### src/rtl/sftx_pkg.sv
// Package: shared types for the serial frame transmitter.
// Assumes: nothing beyond the standard language.
package sftx_pkg;
    // Phases of one frame on the line
    typedef enum logic [1:0] {
        PH_IDLE  = 2'd0,
        PH_START = 2'd1,
        PH_DATA  = 2'd2,
        PH_STOP  = 2'd3
    } phase_t;
endpackage

### src/rtl/sftx_go_detect.sv
// Module: sftx_go_detect
// Brings the asynchronous request into the clock domain through a chain of
// SYNC_STAGES flops, then flags its rising edge for one cycle.
// Assumes: the request is held high for several clocks.
module sftx_go_detect #(
    parameter int SYNC_STAGES = 2
) (
    input  logic clk,
    input  logic rst_n,
    input  logic go_async,
    output logic go_rise
);
    logic [SYNC_STAGES-1:0] sync_q;
    logic                   prev_q;

    // Synchroniser chain and previous-value register for edge detection
    always_ff @(posedge clk) begin
        if (!rst_n) begin
            sync_q <= '0;
            prev_q <= 1'b0;
        end else begin
            sync_q <= {sync_q[SYNC_STAGES-2:0], go_async};
            prev_q <= sync_q[SYNC_STAGES-1];
        end
    end

    // Edge pulse: synchronised level is high, previous sample was low
    always_comb go_rise = sync_q[SYNC_STAGES-1] & ~prev_q;
endmodule

### src/rtl/sftx_bit_timer.sv
// Module: sftx_bit_timer
// Counts tick strobes while a frame runs. Pulses bit_end on the clock
// that takes the last tick of a bit.
// Assumes: TICKS_PER_BIT >= 2; count is cleared whenever run is low.
module sftx_bit_timer #(
    parameter int TICKS_PER_BIT = 16,
    localparam int CNT_W = $clog2(TICKS_PER_BIT)
) (
    input  logic clk,
    input  logic rst_n,
    input  logic run,
    input  logic tick,
    output logic bit_end
);
    localparam logic [CNT_W-1:0] LAST = CNT_W'(TICKS_PER_BIT - 1);

    logic [CNT_W-1:0] cnt_q;

    // Last tick of the current bit
    always_comb bit_end = run & tick & (cnt_q == LAST);

    // Tick counter: clears when idle or at a bit boundary
    always_ff @(posedge clk) begin
        if (!rst_n || !run) begin
            cnt_q <= '0;
        end else if (bit_end) begin
            cnt_q <= '0;
        end else if (tick) begin
            cnt_q <= cnt_q + 1'b1;
        end
    end
endmodule

### src/rtl/sftx_frame_ctrl.sv
// Module: sftx_frame_ctrl
// Steps through start, data and stop phases. Captures the byte at the
// starting edge and shifts it out with the least significant bit first.
// Assumes: go_rise is a single-cycle pulse; bit_end marks bit boundaries.
module sftx_frame_ctrl
    import sftx_pkg::*;
#(
    parameter int DATA_W = 8,
    localparam int IDX_W = $clog2(DATA_W)
) (
    input  logic              clk,
    input  logic              rst_n,
    input  logic              go_rise,
    input  logic              bit_end,
    input  logic [DATA_W-1:0] data_in,
    output logic              run,
    output logic              line
);
    localparam logic [IDX_W-1:0] LAST_IDX = IDX_W'(DATA_W - 1);

    phase_t            phase_q;
    logic [DATA_W-1:0] shreg_q;
    logic [IDX_W-1:0]  idx_q;

    // Phase sequencing, byte capture and shifting
    always_ff @(posedge clk) begin
        if (!rst_n) begin
            phase_q <= PH_IDLE;
            shreg_q <= '0;
            idx_q   <= '0;
        end else begin
            case (phase_q)
                PH_IDLE: if (go_rise) begin
                    phase_q <= PH_START;
                    shreg_q <= data_in;
                    idx_q   <= '0;
                end
                PH_START: if (bit_end) phase_q <= PH_DATA;
                PH_DATA: if (bit_end) begin
                    shreg_q <= shreg_q >> 1;
                    if (idx_q == LAST_IDX) phase_q <= PH_STOP;
                    else                   idx_q   <= idx_q + 1'b1;
                end
                PH_STOP: if (bit_end) phase_q <= PH_IDLE;
                default: phase_q <= PH_IDLE;
            endcase
        end
    end

    // Frame-active flag and line level for the current phase
    always_comb begin
        run = (phase_q != PH_IDLE);
        case (phase_q)
            PH_START: line = 1'b1;
            PH_DATA:  line = shreg_q[0];
            default:  line = 1'b0;
        endcase
    end
endmodule

### src/rtl/serial_frame_tx.sv
// Module: serial_frame_tx (top)
// Inverted-polarity serial transmitter: idle low, start 1, data LSB first,
// stop 0; each bit lasts TICKS_PER_BIT external tick strobes.
// Assumes: tick is one clock wide; go is asynchronous and held for > 1 bit.
module serial_frame_tx #(
    parameter int DATA_W        = 8,
    parameter int TICKS_PER_BIT = 16,
    parameter int SYNC_STAGES   = 2
) (
    input  logic              clk,
    input  logic              rst_n,
    input  logic              tick,
    input  logic              go,
    input  logic [DATA_W-1:0] data_in,
    output logic              ser_out,
    output logic              busy
);
    logic go_edge;
    logic bit_done;
    logic run;

    sftx_go_detect #(.SYNC_STAGES(SYNC_STAGES)) go_det_i (
        .clk      (clk),
        .rst_n    (rst_n),
        .go_async (go),
        .go_rise  (go_edge)
    );

    sftx_bit_timer #(.TICKS_PER_BIT(TICKS_PER_BIT)) timer_i (
        .clk     (clk),
        .rst_n   (rst_n),
        .run     (run),
        .tick    (tick),
        .bit_end (bit_done)
    );

    sftx_frame_ctrl #(.DATA_W(DATA_W)) ctrl_i (
        .clk     (clk),
        .rst_n   (rst_n),
        .go_rise (go_edge),
        .bit_end (bit_done),
        .data_in (data_in),
        .run     (run),
        .line    (ser_out)
    );

    // Busy mirrors the controller's frame-active flag
    always_comb busy = run;
endmodule

### config.mk
export PLATFORM = sky130hd
export DESIGN_NAME = serial_frame_tx
export DESIGN_NICKNAME = d
export VERILOG_FILES = /design/src/rtl/sftx_pkg.sv /design/src/rtl/sftx_go_detect.sv /design/src/rtl/sftx_bit_timer.sv /design/src/rtl/sftx_frame_ctrl.sv /design/src/rtl/serial_frame_tx.sv
export SDC_FILE = /design/constraint.sdc
export NUM_CORES = 1
export LEC_CHECK = 0
export BUFFER_PORTS_ARGS = -buffer_cell sky130_fd_sc_hd__buf_2
export CORE_ASPECT_RATIO = 0.7
export CORE_UTILIZATION = 45
export CTS_CLUSTER_SIZE = 40
export DETAILED_ROUTE_END_ITERATION = 10
export GPL_TIMING_DRIVEN = 0
export PLACE_DENSITY_LB_ADDON = 0.12
export SLEW_MARGIN = 15
export SYNTH_ARGS = -nofsm -noshare
export SYNTH_HDL_FRONTEND = slang
export SYNTH_SLANG_ARGS = --single-unit
### constraint.sdc
create_clock -name clk -period 4.2 [get_ports clk]
set_input_delay 0.21 -clock clk [delete_from_list [all_inputs] [get_ports clk]]
set_output_delay 0.21 -clock clk [all_outputs]
set_load 0.01 [all_outputs]
==> flow_summary.toml <==
[die]
initial_core_util_pct = 51.0
die-area_um2 = 2430
core_um2 = 1970
rows = 13
die_x_um = 58.5
die_y_um = 41.5
ios = 14

[yosys]
synth_cell_types = 33
yosysWarnings = 0
yosysTopAreaCell = "dfxtp_1"
synth_top_area_share_pct = 39.9
synth_nets = 118
syn-mean-instance-area_um2 = 10.1
syn_inst = 99
synth_seq_area_share_pct = 39.9
syn_area_um2 = 1000
synth_area_leaders = "dfxtp_1, mux2i_1, ha_1"
ys_ff_latch = 20

[global_routing]
grt_max_degree = 12
grt_antenna_before_repair = 0
grt_usage_pct = 16.5
grt-ovfl-total = 0
grt_pass1_wl_um = 2950
grt_pass1_vias = 653

[timing]
fmax_mhz = 545
relSlewSlack_pct = 70.2
setup_tns_ps = 0
rsz0062_at_grt = "no"
worst_pin_slew_ps = 447
finalCritPeriodShare_pct = 43.7
fin_crit_ps = 1840
skew_ps = 4.39
holdWs_ps = 109
slew_violations = 0
setup_viol = 0
timing.final.ws_setup_ps = 2360
hold_viol = 0

[worst_setup_path]
cpMaxStageDelayCell = "dfxtp_1"
crit_path_max_fanout = 10
setup.worst_path.start_class = "flip-flop"
critical_path_buf_inv_count = 3
worst-setup-path-type = "flip-flop to output pin"
cpMostUsedCell = "buf_2"
critPathCaptureType = "output pin"
cp_cell_sequence = "inv_1, ha_1, buf_2, a21oi_1, nor2b_1, buf_2"
critical_path_arrival_ps = 1630
cpPeakStageDelay_ps = 350
crit_family = "buffers and inverters"
worstPathRequired_ps = 3990

[final_layout]
nFillCells = 183
seq_area_um2 = 400
layout.cells.non_filler = 145
multi_input_area_um2 = 566
layout-drive-gt1-share_pct = 20.0
area_growth_pct = 13.3
diodes = 0
nets = 135

[pwr]
p_leak_nw = 0.542
power.density_nw_per_um2 = 309
finalPower_mw = 0.352
power.switching_mw = 0.0834
clkPwrFrac_pct = 31.9
internal_power_mw = 0.268
swShare_pct = 23.7
seq_power_share_pct = 56.7
vdd_drop_max_mv = 0.187
p_comb_share_pct = 11.3

[drt]
wl_per_cell_um = 12.6
dr.pass1.iters = 4
routed_via_density = 5.10
vias = 740
totalWireLength_um = 1830
drtAntennaViolNets = 0
drc = 0
drtIter0Drc = 33

[clock_tree]
clock-sinks = 20
hold_buffers = 0
htree_num_levels = 1
clock_latency_ps = 300
path_clk_slew_ps = 110
cts_root_buffer = "clkbuf_4"
post_cts_buffers = 0
cts_tree = "done"
clk_path_buf_depth = 2
numCtsBuffers = 3
post_cts_resized = 0

[placed_design]
io_buffer_count = 12
placedCellCount = 141
dp_worst_setup_slack_ps = 2470
place.gp.congestion = 0.736
dp_hpwl_um = 1400

[run_status]
status = "complete, no violations"

[min_path]
hold_path_class = "input pin to flip-flop"

[job]
maxCapViolCount = 0
-- registers in the layout, summed over array words and instances (netlist names) --
signal	flops
go_det_i.prev_q	1
ctrl_i.idx_q	3
ctrl_i.shreg_q	8
go_det_i.sync_q	2
timer_i.cnt_q	4
ctrl_i.phase_q	2
-- cell usage in the layout (no fill, tap or decap), types with 2 or more instances in the layout --
cell type  synthesis  routed
buf_2              1      13
o211a_1            7       7
dfxtp_1           20      20
nor2b_1            2       2
nand2b_1           2       2
mux2i_1            9       9
ha_1               7       7
clkbuf_4           0       3
clkbuf_1           2       2
nand2_1           12      12
and2_1             3       3
a32o_1             2       2
inv_1              5       5
nor2_1             6       6
xnor2_1            2       2
-- kinds of logic (layout without fill, tap and decap cells) --
family	Yosys count	after routing	share of synthesized area, %
simple gates	34	34	19.1
mux	9	9	8.97
buf+inv	9	25	3.86
xor+xnor	3	3	2.62
compound gates	17	17	16.9
flops	20	20	39.9
fa+ha+maj	7	7	8.72
-- per-layer routing --
metal | GRT usage [%] | wire length (µm) | part of all wire, %
met2 | 23.4 | 749 | 41
met5 | 0 | 0 | 0
met4 | 5.71 | 17 | 0.93
met3 | 5.92 | 101 | 5.5
met1 | 22.9 | 958 | 52
-- power by group through the flow --
stage / registers, mW / logic [mW] / clock network (mW)
detailed placement: 0.204 / 0.0395 / 0
finish: 0.200 / 0.0398 / 0.112
global placement: 0.204 / 0.0385 / 0
CTS: 0.200 / 0.0398 / 0.117
global route: 0.201 / 0.0440 / 0.127
floorplan: 0.203 / 0.0279 / 0
-- synthesized netlist by cell type, drive strengths merged --
cell	n
dfxtp	20
nand2	12
mux2i	9
ha	7
o211a	7
nor2	6
inv	5
and2	3
a32o	2
buf	2
clkbuf	2
nand2b	2
nand4	2
nor2b	2
xnor2	2
a211o	1
a21boi	1
a21oi	1
a22o	1
and3	1
nand3	1
nand4bb	1
nor3	1
nor3b	1
o21a	1
o21ai	1
o311a	1
o311ai	1
or2	1
or3	1
xor2	1
-- metrics by stage --
step           util [%]  area [µm²]
3_5_place_dp       56.0        1100
2_1_floorplan         -        1000
4_1_cts            57.9        1140
5_1_grt            57.9        1140
6_report           57.9        1140
3_3_place_gp       56.0        1100
-- area by class of cell --
type	instances	share of cell area, %
inverters	5	1.65
multi-input cells	70	49.7
flip-flops and latches	20	35.2
clock buffers	4	3.19
well taps	30	3.30
repair buffers	12	5.27
plain buffers	4	1.76
-- worst paths after layout --
check	from	to	slack, ps	cells past startpoint
hold / removal	go	go_det_i.sync_q[0]	110	2
setup reg to reg	ctrl_i.phase_q[1]	ctrl_i.phase_q[1]	2420	6
setup / recovery	ctrl_i.phase_q[0]	ser_out	2360	6
hold reg to reg	go_det_i.sync_q[0]	go_det_i.sync_q[1]	450	1
No activity file was read; power rests on OpenSTA's default activity.
